===== config.mk =====
export PLATFORM = sky130hd
export DESIGN_NAME = cipher_regctl
export DESIGN_NICKNAME = d
export VERILOG_FILES = /design/src/rtl/cipher_regctl_pkg.sv /design/src/rtl/cr_word_bank.sv /design/src/rtl/cr_out_bank.sv /design/src/rtl/cr_seq.sv /design/src/rtl/cipher_regctl.sv
export SDC_FILE = /design/constraint.sdc
export NUM_CORES = 1
export LEC_CHECK = 0
export ABC_AREA = 1
export BUFFER_PORTS_ARGS = -buffer_cell sky130_fd_sc_hd__buf_2
export CAP_MARGIN = 15
export CELL_PAD_IN_SITES_DETAIL_PLACEMENT = 1
export CELL_PAD_IN_SITES_GLOBAL_PLACEMENT = 2
export CORE_AREA = 5 5 304 276
export CTS_CLUSTER_DIAMETER = 40
export DETAILED_ROUTE_END_ITERATION = 8
export DIE_AREA = 0 0 309 281
export GPL_ROUTABILITY_DRIVEN = 0
export PLACE_DENSITY_LB_ADDON = 0.3
export SLEW_MARGIN = 20
export SYNTH_ARGS = -nofsm -noshare
export SYNTH_HDL_FRONTEND = slang
export SYNTH_HIERARCHICAL = 1
export SYNTH_SLANG_ARGS = --single-unit

===== constraint.sdc =====
create_clock -name clk -period 3.3 [get_ports clk]
set_input_delay 0.825 -clock clk [delete_from_list [all_inputs] [get_ports clk]]
set_output_delay 0.825 -clock clk [all_outputs]
set_load 0.05 [all_outputs]

===== src/rtl/cipher_regctl_pkg.sv =====
package cipher_regctl_pkg;

  // control word layout: bit 4 manual, bits 3:1 key length, bit 0 decrypt
  typedef struct packed {
    logic       manual;
    logic [2:0] keylen;
    logic       decrypt;
  } ctrl_t;

  localparam int TRIG_W     = 4;
  localparam int TRIG_START = 0;
  localparam int TRIG_KWIPE = 1;
  localparam int TRIG_IWIPE = 2;
  localparam int TRIG_OWIPE = 3;

  localparam logic [2:0] KL_128 = 3'b001;
  localparam logic [2:0] KL_192 = 3'b010;
  localparam logic [2:0] KL_256 = 3'b100;

  function automatic logic [2:0] clean_keylen(input logic [2:0] raw, input bit allow192);
    if (raw == KL_128 || raw == KL_256 || (raw == KL_192 && allow192))
      return raw;
    return KL_128;
  endfunction

endpackage


===== src/rtl/cr_word_bank.sv =====
module cr_word_bank #(
  parameter int NW = 4,
  parameter int W  = 32
) (
  input  logic            clk,
  input  logic            rst,
  input  logic [NW-1:0]   we,
  input  logic [W-1:0]    wdata,
  input  logic            wipe,
  input  logic            consume,
  output logic [NW*W-1:0] words,
  output logic [NW-1:0]   seen
);

  logic [W-1:0] mem [NW];

  for (genvar i = 0; i < NW; i++) begin : g_word
    always_ff @(posedge clk) begin
      if (rst || wipe)   mem[i] <= '0;
      else if (we[i])    mem[i] <= wdata;
    end
    assign words[i*W +: W] = mem[i];
  end

  always_ff @(posedge clk) begin
    if (rst || wipe)   seen <= '0;
    else if (consume)  seen <= we;
    else               seen <= seen | we;
  end

  // a wipe leaves every word and the tracking at zero
  a_r8_bank_wipe: assert property (@(posedge clk) disable iff (rst)
    wipe |=> (seen == '0 && words == '0));

endmodule


===== src/rtl/cr_out_bank.sv =====
module cr_out_bank #(
  parameter int NW = 4,
  parameter int W  = 32
) (
  input  logic            clk,
  input  logic            rst,
  input  logic            commit,
  input  logic [NW*W-1:0] result,
  input  logic [NW-1:0]   re,
  input  logic            wipe,
  output logic [NW*W-1:0] words,
  output logic            valid
);

  logic [NW-1:0] rd_seen;
  logic [NW-1:0] rd_next;

  assign rd_next = rd_seen | re;

  always_ff @(posedge clk) begin
    if (rst) begin
      words   <= '0;
      valid   <= 1'b0;
      rd_seen <= '0;
    end else if (commit) begin
      words   <= result;
      valid   <= 1'b1;
      rd_seen <= '0;
    end else if (wipe) begin
      words   <= '0;
      valid   <= 1'b0;
      rd_seen <= '0;
    end else begin
      rd_seen <= rd_next;
      if (valid && (&rd_next)) valid <= 1'b0;
    end
  end

  // a commit makes the result visible and valid
  a_r9_commit_valid: assert property (@(posedge clk) disable iff (rst)
    commit |=> (valid && words == $past(result)));

  // output wipe zeroes the words
  a_r8_out_wipe: assert property (@(posedge clk) disable iff (rst)
    (wipe && !commit) |=> (!valid && words == '0));

endmodule


===== src/rtl/cr_seq.sv =====
module cr_seq (
  input  logic clk,
  input  logic rst,
  input  logic manual,
  input  logic in_full,
  input  logic start_req,
  input  logic core_done,
  input  logic out_valid,
  output logic busy,
  output logic core_start,
  output logic launch,
  output logic commit,
  output logic stall
);

  assign launch = !busy && (manual ? start_req : in_full);
  assign commit = busy && core_done && (manual || !out_valid);
  assign stall  = busy && core_done && !manual && out_valid;

  always_ff @(posedge clk) begin
    if (rst) begin
      busy       <= 1'b0;
      core_start <= 1'b0;
    end else begin
      core_start <= launch;
      if (launch)      busy <= 1'b1;
      else if (commit) busy <= 1'b0;
    end
  end

  // the start pulse lasts exactly one cycle
  a_r10_start_pulse: assert property (@(posedge clk) disable iff (rst)
    core_start |=> !core_start);

  // a launch is followed by a busy unit and a start pulse
  a_r10_launch_busy: assert property (@(posedge clk) disable iff (rst)
    launch |=> (busy && core_start));

endmodule


===== src/rtl/cipher_regctl.sv =====
module cipher_regctl
  import cipher_regctl_pkg::*;
#(
  parameter int NUM_KEY_WORDS  = 8,
  parameter int NUM_DATA_WORDS = 4,
  parameter int WORD_W         = 32,
  parameter bit ALLOW_192      = 1'b0
) (
  input  logic                             clk,
  input  logic                             rst,
  input  logic [WORD_W-1:0]                word_wdata,
  input  logic [NUM_KEY_WORDS-1:0]         key_we,
  input  logic [NUM_DATA_WORDS-1:0]        din_we,
  input  logic [NUM_DATA_WORDS-1:0]        dout_re,
  output logic [NUM_DATA_WORDS*WORD_W-1:0] dout_words,
  input  logic                             ctrl_we,
  input  logic [4:0]                       ctrl_wdata,
  output logic [4:0]                       ctrl_rdata,
  input  logic                             trig_we,
  input  logic [3:0]                       trig_wdata,
  output logic [3:0]                       status,
  output logic                             core_start,
  output logic                             core_op,
  output logic [2:0]                       core_keylen,
  output logic [NUM_KEY_WORDS*WORD_W-1:0]  core_key,
  output logic [NUM_DATA_WORDS*WORD_W-1:0] core_state,
  input  logic                             core_done,
  input  logic [NUM_DATA_WORDS*WORD_W-1:0] core_result,
  output logic                             core_accept
);

  localparam int KEY_BITS  = NUM_KEY_WORDS * WORD_W;
  localparam int DATA_BITS = NUM_DATA_WORDS * WORD_W;

  ctrl_t                    ctrl_q;
  logic [TRIG_W-1:0]        trig_q;
  logic [TRIG_W-1:0]        trig_done;
  logic                     busy, launch, commit, stall, out_valid;
  logic                     start_taken;
  logic [KEY_BITS-1:0]      key_words;
  logic [NUM_KEY_WORDS-1:0] key_seen;
  logic [DATA_BITS-1:0]     din_words;
  logic [NUM_DATA_WORDS-1:0] din_seen;

  // control word, frozen while an operation is in flight
  always_ff @(posedge clk) begin
    if (rst) begin
      ctrl_q <= '{manual: 1'b0, keylen: KL_128, decrypt: 1'b0};
    end else if (ctrl_we && !busy) begin
      ctrl_q <= '{manual:  ctrl_wdata[4],
                  keylen:  clean_keylen(ctrl_wdata[3:1], ALLOW_192),
                  decrypt: ctrl_wdata[0]};
    end
  end

  // self-clearing triggers: wipes act for one cycle, start waits for idle
  assign start_taken = !ctrl_q.manual || launch;
  always_comb begin
    trig_done             = '1;
    trig_done[TRIG_START] = start_taken;
  end

  always_ff @(posedge clk) begin
    if (rst) trig_q <= '0;
    else     trig_q <= (trig_q & ~trig_done) | (trig_we ? trig_wdata : '0);
  end

  cr_word_bank #(.NW(NUM_KEY_WORDS), .W(WORD_W)) u_keys (
    .clk     (clk),
    .rst     (rst),
    .we      (key_we & {NUM_KEY_WORDS{!busy}}),
    .wdata   (word_wdata),
    .wipe    (trig_q[TRIG_KWIPE]),
    .consume (1'b0),
    .words   (key_words),
    .seen    (key_seen)
  );

  cr_word_bank #(.NW(NUM_DATA_WORDS), .W(WORD_W)) u_din (
    .clk     (clk),
    .rst     (rst),
    .we      (din_we),
    .wdata   (word_wdata),
    .wipe    (trig_q[TRIG_IWIPE]),
    .consume (launch),
    .words   (din_words),
    .seen    (din_seen)
  );

  cr_seq u_seq (
    .clk        (clk),
    .rst        (rst),
    .manual     (ctrl_q.manual),
    .in_full    (&din_seen),
    .start_req  (trig_q[TRIG_START]),
    .core_done  (core_done),
    .out_valid  (out_valid),
    .busy       (busy),
    .core_start (core_start),
    .launch     (launch),
    .commit     (commit),
    .stall      (stall)
  );

  cr_out_bank #(.NW(NUM_DATA_WORDS), .W(WORD_W)) u_dout (
    .clk    (clk),
    .rst    (rst),
    .commit (commit),
    .result (core_result),
    .re     (dout_re),
    .wipe   (trig_q[TRIG_OWIPE]),
    .words  (dout_words),
    .valid  (out_valid)
  );

  // core state is captured from the input words at launch
  always_ff @(posedge clk) begin
    if (rst)         core_state <= '0;
    else if (launch) core_state <= din_words;
  end

  assign core_key    = key_words;
  assign core_op     = ctrl_q.decrypt;
  assign core_keylen = ctrl_q.keylen;
  assign core_accept = commit;
  assign ctrl_rdata  = ctrl_q;
  assign status      = {~|din_seen, out_valid, stall, ~busy};

  // the control word cannot change across a busy cycle
  a_r7_ctrl_frozen: assert property (@(posedge clk) disable iff (rst)
    busy |=> $stable(ctrl_q));

  // key words hold while busy unless a key wipe executes
  a_r7_keys_frozen: assert property (@(posedge clk) disable iff (rst)
    (busy && !trig_q[TRIG_KWIPE]) |=> ($stable(key_words) && $stable(key_seen)));

  // the stored key length is always a single-bit code
  a_r2_keylen_onehot: assert property (@(posedge clk) disable iff (rst)
    $countones(ctrl_q.keylen) == 1);

  // a stalled unit never hands the result over
  a_r5_stall_no_accept: assert property (@(posedge clk) disable iff (rst)
    status[1] |-> !core_accept);

endmodule


==> reports/metrics.cfg, run 1 <==
[run_status]
status=completed

[clocking]
clk_path_buf_depth=3
clock_sinks=660
cts_tree=done
clkLatencyLatePin_ps=660
htree_levels=3
cts_setup_buffers=0
worst_setup_hold_path_clk_slew_ps=60
cts_inserted_buffers=106
cts_resized=0
root_buffer=clkbuf_16
hold_buffers=0

[timing]
slew_headroom_pct=38.2
fin_crit_ps=2840
fin_tns_setup_ps=0
slew_violations=0
setup-violations-final=0
fmax_ghz=0.352
finalCritPeriodShare_pct=86.2
setup_slack_ps=455
finClkSkew_ps=37.2
worst_slew_pin_slew_ps=927
hold_violations=0
rsz0062_at_grt=no
hold_ws_ps=422

[detailed_routing]
vias=18100
ant_nets=0
drc=0
dr.pass1.iters=5
routed_wl_um=91900
viasPerCell=4.61
drt_iter0_drc=1287
wl_per_cell_um=23.4

[job]
maxCapViolations=0

[critical_path]
critPathLaunchType=flip-flop
worstSetupEndpointType=output port
rr_startpoint=u_din/seen[0]
cp_max_fo=11
r2r_cells=10
critPathArrivalTime_ps=2020
crit_end=core_accept
reg2reg_to=core_state[42]
r2r_slack_ps=680
cp.required_ps=2470
worstSetupPathType=reg -> out
cp-startpoint=u_seq/busy

[placement]
preCtsSetupSlack_ps=677
portBuffers=716
dpl_cell_area_um2=27900
place_inst=3702
hpwl_um=65600

[die]
die_h_um=281
rows=99
dieArea_um2=86800
io_pins=717
start_util_pct=29.3
core-area_um2=80400
die_width_um=309

[cells_and_area]
fin_util_pct=39.5
final_area_um2=31800
finalNonFillerCells=3926
fin_nets=2940
syn2layout_area_growth_pct=34.8
drive_above_1_share_pct=34.6
n_fill_cell=8925

[pwr]
clock_power_share_pct=49.0
p_leak_nw=14.9
p_int_mw=17.1
p_comb_share_pct=11.2
switching_share_pct=27.3
power_density_nw_per_um2=743
ir_drop_v=0.000454
total_power_mw=23.6
seq_power_share_pct=39.8
power_switching_mw=6.44

[logic_synthesis]
synth_area_per_cell_um2=11.6
synthCells=2023
mappedNetlistNets=2213
syn-cell-area_um2=23600
yosys_warnings=6

[global_route]
track_usage_pct=20.2
grt_pass1_wl_um=130000
first_global_vias=19000
antenna_found_initial=26
grt_start_max_net_pins=130
overflow=0

[worst_hold_path]
hold_class=in -> reg
min_delay_path_depth=3

layout make-up:
class                           instances  area (um^2)  share of cell area, %
Multi-Input combinational cell       1129         5220                   16.4
Antenna cell                           22         55.1                  0.173
Sequential cell                       660        17100                   53.7
Inverter                              104          397                   1.25
Timing Repair Buffer                  749         3920                   12.3
Clock inverter                         72          852                   2.68
Clock buffer                          130         2930                   9.22
Tap cell                             1060         1330                   4.18
worst max-delay path, stage by stage (launching register included):
cell	delay, ps
dfxtp_1	660
nand2_1	140
inv_1	90
nand2_1	80
clkinv_2	110
buf_2	280
cell usage in the layout, fill, tap and decap left out, types with 14 or more instances in the layout:
cell / instances
dfxtp_1: 276
nand2_1: 47
buf_4: 27
bufinv_16: 14
inv_1: 100
diode_2: 22
a22oi_1: 128
clkinv_2: 19
buf_2: 715
o21ai_0: 117
nor2_4: 31
edfxtp_1: 384
clkbuf_16: 111
nor2_1: 764
flip-flops by register name (all words and copies together), names as in the netlist:
name,flops
u_keys/mem,256
core_state,128
u_din/mem,128
u_dout/words,128
trig_q,4
u_din/seen,4
u_dout/rd_seen,4
core_keylen,3
core_op,1
ctrl_rdata,1
u_dout/valid,1
u_seq/busy,1
u_seq/core_start,1
worst min path at each step:
stage,startpoint,endpoint,slack (ps)
final,core_result[116],u_dout/words[116],420
after global routing,trig_wdata[1],trig_q[1],390
after CTS,core_result[101],u_dout/words[101],370
after detailed placement,u_din/mem[3][31],core_state[127],460
after global placement,u_dout/rd_seen[3],u_dout/rd_seen[3],450
after floorplan,u_dout/rd_seen[1],u_dout/rd_seen[1],440
per-layer routing:
layer	part of all wire, %	vias to the layer above	GRT usage [%]	wire length [um]
met5	0.027	-	0	25
met4	3.2	4	7.24	2980
met3	7.7	162	6.89	7100
met2	48	579	32.5	43800
met1	41	9114	25.4	38000
li1	-	8240	-	-
power by group through the flow:
| stage | logic [mW] | clock network (mW) | registers (mW) |
|---|---|---|---|
| floorplan | 0.602 | 0 | 10.7 |
| global placement | 2.64 | 0 | 9.54 |
| detailed placement | 2.67 | 0 | 9.55 |
| CTS | 2.68 | 11.8 | 9.40 |
| global route | 2.77 | 12.2 | 9.43 |
| finish | 2.64 | 11.6 | 9.39 |
(Power assumes the default switching activity.)
==> run 2: changes to the inputs <==
- ABC_AREA: 1 -> not set
- CORE_AREA: 5 5 304 276 -> 5 5 303 275
- DIE_AREA: 0 0 309 281 -> 0 0 308 280
==> run 2 against run 1 <==
Net effect: global-route usage decreased by 0.82 points; combinational power is 15% lower; sequential share of layout area up 0.50 points; cell area shrank 0.91%; clock skew about the same; critical path depth fell by 2; critical endpoint unchanged; largest power group unchanged.
==> reports/metrics.cfg, run 2 <==
[critical_path]
critPathLaunchType=flip-flop
cp_max_fo=6
critPathArrivalTime_ps=2080
worstSetupEndpointType=output port
cp.required_ps=2470
worstSetupPathType=reg -> out

[pwr]
p_leak_nw=14.0
ir_drop_v=0.000430
p_comb_share_pct=9.9
power_density_nw_per_um2=726
clock_power_share_pct=49.4
total_power_mw=22.9
p_int_mw=16.8
switching_share_pct=26.6
seq_power_share_pct=40.7
power_switching_mw=6.07

[detailed_routing]
vias=16400
wl_per_cell_um=24.2
dr.pass1.iters=5
ant_nets=0
routed_wl_um=87100
drt_iter0_drc=856
drc=0
viasPerCell=4.55

[cells_and_area]
finalNonFillerCells=3595
largest_register_ffs=256
mostFrequentLayoutCells=715 x buf_2, 458 x nor2_1, 384 x edfxtp_1
fin_util_pct=39.3
regMostFlops=u_keys/mem
drive_above_1_share_pct=37.2
syn2layout_area_growth_pct=34.5
final_common_cell=buf_2
fin_nets=2625
final_area_um2=31500
n_fill_cell=8631

[worst_hold_path]
hold_class=in -> reg

[global_route]
antenna_found_initial=14
grt_pass1_wl_um=124000
track_usage_pct=19.4
grt_start_max_net_pins=129
overflow=0
first_global_vias=17700

[die]
dieArea_um2=86200
io_pins=717
rows=99
core-area_um2=80100
die_h_um=280
start_util_pct=29.2
die_width_um=308

[placement]
place_inst=3388
dpl_cell_area_um2=27700
hpwl_um=62600
portBuffers=716

[clocking]
clkLatencyLatePin_ps=650
cts_inserted_buffers=105
htree_levels=3
worst_setup_hold_path_clk_slew_ps=60
hold_buffers=0
cts_resized=0
root_buffer=clkbuf_16
clock_sinks=660
clk_path_buf_depth=3
cts_setup_buffers=0
cts_tree=done

[logic_synthesis]
mappedNetlistNets=1886
yosys_warnings=6
synth_area_per_cell_um2=13.8
synthCells=1696
syn-cell-area_um2=23400

[timing]
fmax_ghz=0.345
setup-violations-final=0
fin_tns_setup_ps=0
finClkSkew_ps=37.0
finalCritPeriodShare_pct=87.9
rsz0062_at_grt=no
slew_violations=0
slew_headroom_pct=34.0
worst_slew_pin_slew_ps=985
fin_crit_ps=2900
hold_violations=0

[job]
maxCapViolations=0

[run_status]
status=completed

-- run 2: critical path, stage by stage (launching register included) --
cell and delay, ps:
dfxtp_1 520, inv_1 90, a21oi_1 430, buf_2 370
-- run 2: power groups by stage --
stage / Sequential, mW / Clock (mW) / Combinational (mW)
4_1_cts: 9.30 / 11.6 / 2.29
6_report: 9.30 / 11.3 / 2.25
2_1_floorplan: 10.4 / 0 / 0.506
3_3_place_gp: 9.45 / 0 / 2.27
3_5_place_dp: 9.46 / 0 / 2.29
5_1_grt: 9.33 / 12.0 / 2.35
-- run 2: layout make-up --
type                            count  area (um^2)  area share, %
Clock inverter                     70          880           2.80
Inverter                            6         22.5         0.0716
Multi-Input combinational cell    915         5450           17.3
Antenna cell                        8         20.0         0.0636
Sequential cell                   660        17100           54.2
Tap cell                         1060         1330           4.21
Timing Repair Buffer              747         3890           12.4
Clock buffer                      129         2820           8.96
-- run 2: path summary, 6_finish.rpt --
kind	startpoint	endpoint	slack [ps]	cells past startpoint
worst max-delay path	ctrl_rdata[4]	core_accept	400	3
worst min-delay path	core_result[94]	u_dout/words[94]	380	2
worst max register to register	ctrl_rdata[4]	u_dout/words[105]	1000	5
worst min register to register	u_dout/rd_seen[0]	u_dout/rd_seen[0]	450	2
-- run 2: stage by stage --
stage | setup WS, ps | hold slack [ps]
finish | 399 | 379
global route | 281 | 350
CTS | 340 | 332
detailed placement | 638 | 443
global placement | 677 | 435
floorplan | 622 | 422
-- run 2: routing by layer --
| metal | vias up | track usage [%] | part of all wire [%] |
|---|---|---|---|
| met2 | 577 | 35.9 | 53 |
| met4 | 10 | 6.43 | 3.3 |
| met3 | 157 | 4.97 | 6.2 |
| li1 | 7441 | - | - |
| met5 | - | 0 | 0.070 |
| met1 | 8167 | 21.7 | 38 |
==> run 3: changes to the inputs <==
--- a/config.mk
+++ b/config.mk
@@ -17,2 +17,3 @@
 export PLACE_DENSITY_LB_ADDON = 0.3
+export SKIP_LAST_GASP = 1
 export SLEW_MARGIN = 20
==> constraint.sdc (replaced) <==
create_clock -name clk -period 3.3 [get_ports clk]
set_input_delay 0.66 -clock clk [delete_from_list [all_inputs] [get_ports clk]]
set_output_delay 0.66 -clock clk [all_outputs]
set_load 0.05 [all_outputs]
==> run 3 against run 2 <==
Net effect: cell count grew 0.28%; via count grew 0.61%; combinational power barely moved; maximum frequency down 5.8%; count of clock-buffer cells in the layout is 1 higher.
==> reports/metrics.cfg, run 3 (synthesized netlist as in run 2, its figures left out) <==
[cells_and_area]
drive_above_1_share_pct=37.3
fin_util_pct=39.4
finalNonFillerCells=3605
regMostFlops=u_keys/mem
mostFrequentLayoutCells=715 x buf_2, 458 x nor2_1, 384 x edfxtp_1
final_area_um2=31600
final_common_cell=buf_2
fin_nets=2631
syn2layout_area_growth_pct=35.0
largest_register_ffs=256

[worst_hold_path]
hold_start=trig_wdata[3]
min_delay_path_depth=2
hold_class=in -> reg
min_to=trig_q[3]

[timing]
worst_slew_pin_slew_ps=1030
finalCritPeriodShare_pct=93.4
hold_ws_ps=200
setup-violations-final=0
setup_slack_ps=219
fmax_ghz=0.325
fin_tns_setup_ps=0
rsz0062_at_grt=no
hold_violations=0
slew_headroom_pct=31.3
fin_crit_ps=3080
slew_violations=0
finClkSkew_ps=46.1

[detailed_routing]
dr.max_layer_used=met5
wl_per_cell_um=24.3
route.met3.wl_um=5660
vias=16500
route.met2.wl_um=46200
ant_nets=0
dr.pass1.iters=5
drc=0
viasPerCell=4.56
drt_iter0_drc=881
wl_met1_um=33000
routed_wl_um=87600

[clocking]
root_buffer=clkbuf_16
worst_setup_hold_path_clk_slew_ps=60
cts_inserted_buffers=109
clkLatencyLatePin_ps=670
cts_setup_buffers=0
hold_buffers=0
clock_sinks=660
cts_tree=done
cts_resized=0
htree_levels=3
clk_path_buf_depth=3

[die]
io_pins=717
dieArea_um2=86200
core-area_um2=80100
die_h_um=280
start_util_pct=29.2
rows=99
die_width_um=308

[placement]
portBuffers=716
preCtsSetupSlack_ps=727
hpwl_um=62800
dpl_cell_area_um2=27800
place_inst=3390

[pwr]
power_density_nw_per_um2=734
total_power_mw=23.2
ir_drop_v=0.000457
p_leak_nw=14.0

[critical_path]
reg2reg_to=u_dout/words[51]
cp_max_fo=14
rr_startpoint=u_seq/busy
critPathArrivalTime_ps=2420
worstSetupPathType=reg -> out
critPathLaunchType=flip-flop
worstSetupEndpointType=output port
slowest_stage=dfxtp_1
r2r_slack_ps=690
cp.required_ps=2640
r2r_cells=5
cpPeakStageDelay_ps=730
crit_chain=nand2_1 -> a21oi_1 -> buf_2

[run_status]
status=completed

[global_route]
grt_start_max_net_pins=129
track_usage_pct=19.3
grt_pass1_wl_um=124000
first_global_vias=17600
antenna_found_initial=17
overflow=0

[job]
maxCapViolations=0

-- run 3: worst max-delay path by stage --
stage                               to  slack (ps)          start
finish                     core_accept         220     u_seq/busy
global placement    u_keys/mem[1][111]         840      key_we[7]
CTS                        core_accept         180     u_seq/busy
detailed placement    u_dout/words[51]         730     u_seq/busy
global route               core_accept          40     u_seq/busy
floorplan            u_dout/words[100]         740  ctrl_rdata[4]
-- run 3: area by class of cell --
type                       instances  area, um^2
inverter                           6        22.5
tap                             1060        1330
clock buffer                     130        2900
antenna                            9        22.5
fill                            8652       48600
multi-input combinational        915        5450
clock inverter                    76         903
sequential                       660       17100
timing repair buffer             749        3910
-- run 3: where the power goes --
| part | total, mW | internal, mW | switching [mW] |
|---|---|---|---|
| Sequential | 9.30 | 9.16 | 0.136 |
| Clock | 11.6 | 7.38 | 4.24 |
| Combinational | 2.26 | 0.433 | 1.83 |
-- run 3: worst max-delay path: cells and delay by family (launching register included) --
kind	cells	cell delay [ps]
compound gates	1	480
flops	1	730
buf+inv	1	380
simple gates	1	150
-- run 3: per-layer routing --
metal  GRT usage (%)  vias to the layer above
met2            35.7                      608
met3            5.12                      159
li1                -                     7464
met1            21.8                     8214
met4            6.22                        6
met5               0                        -
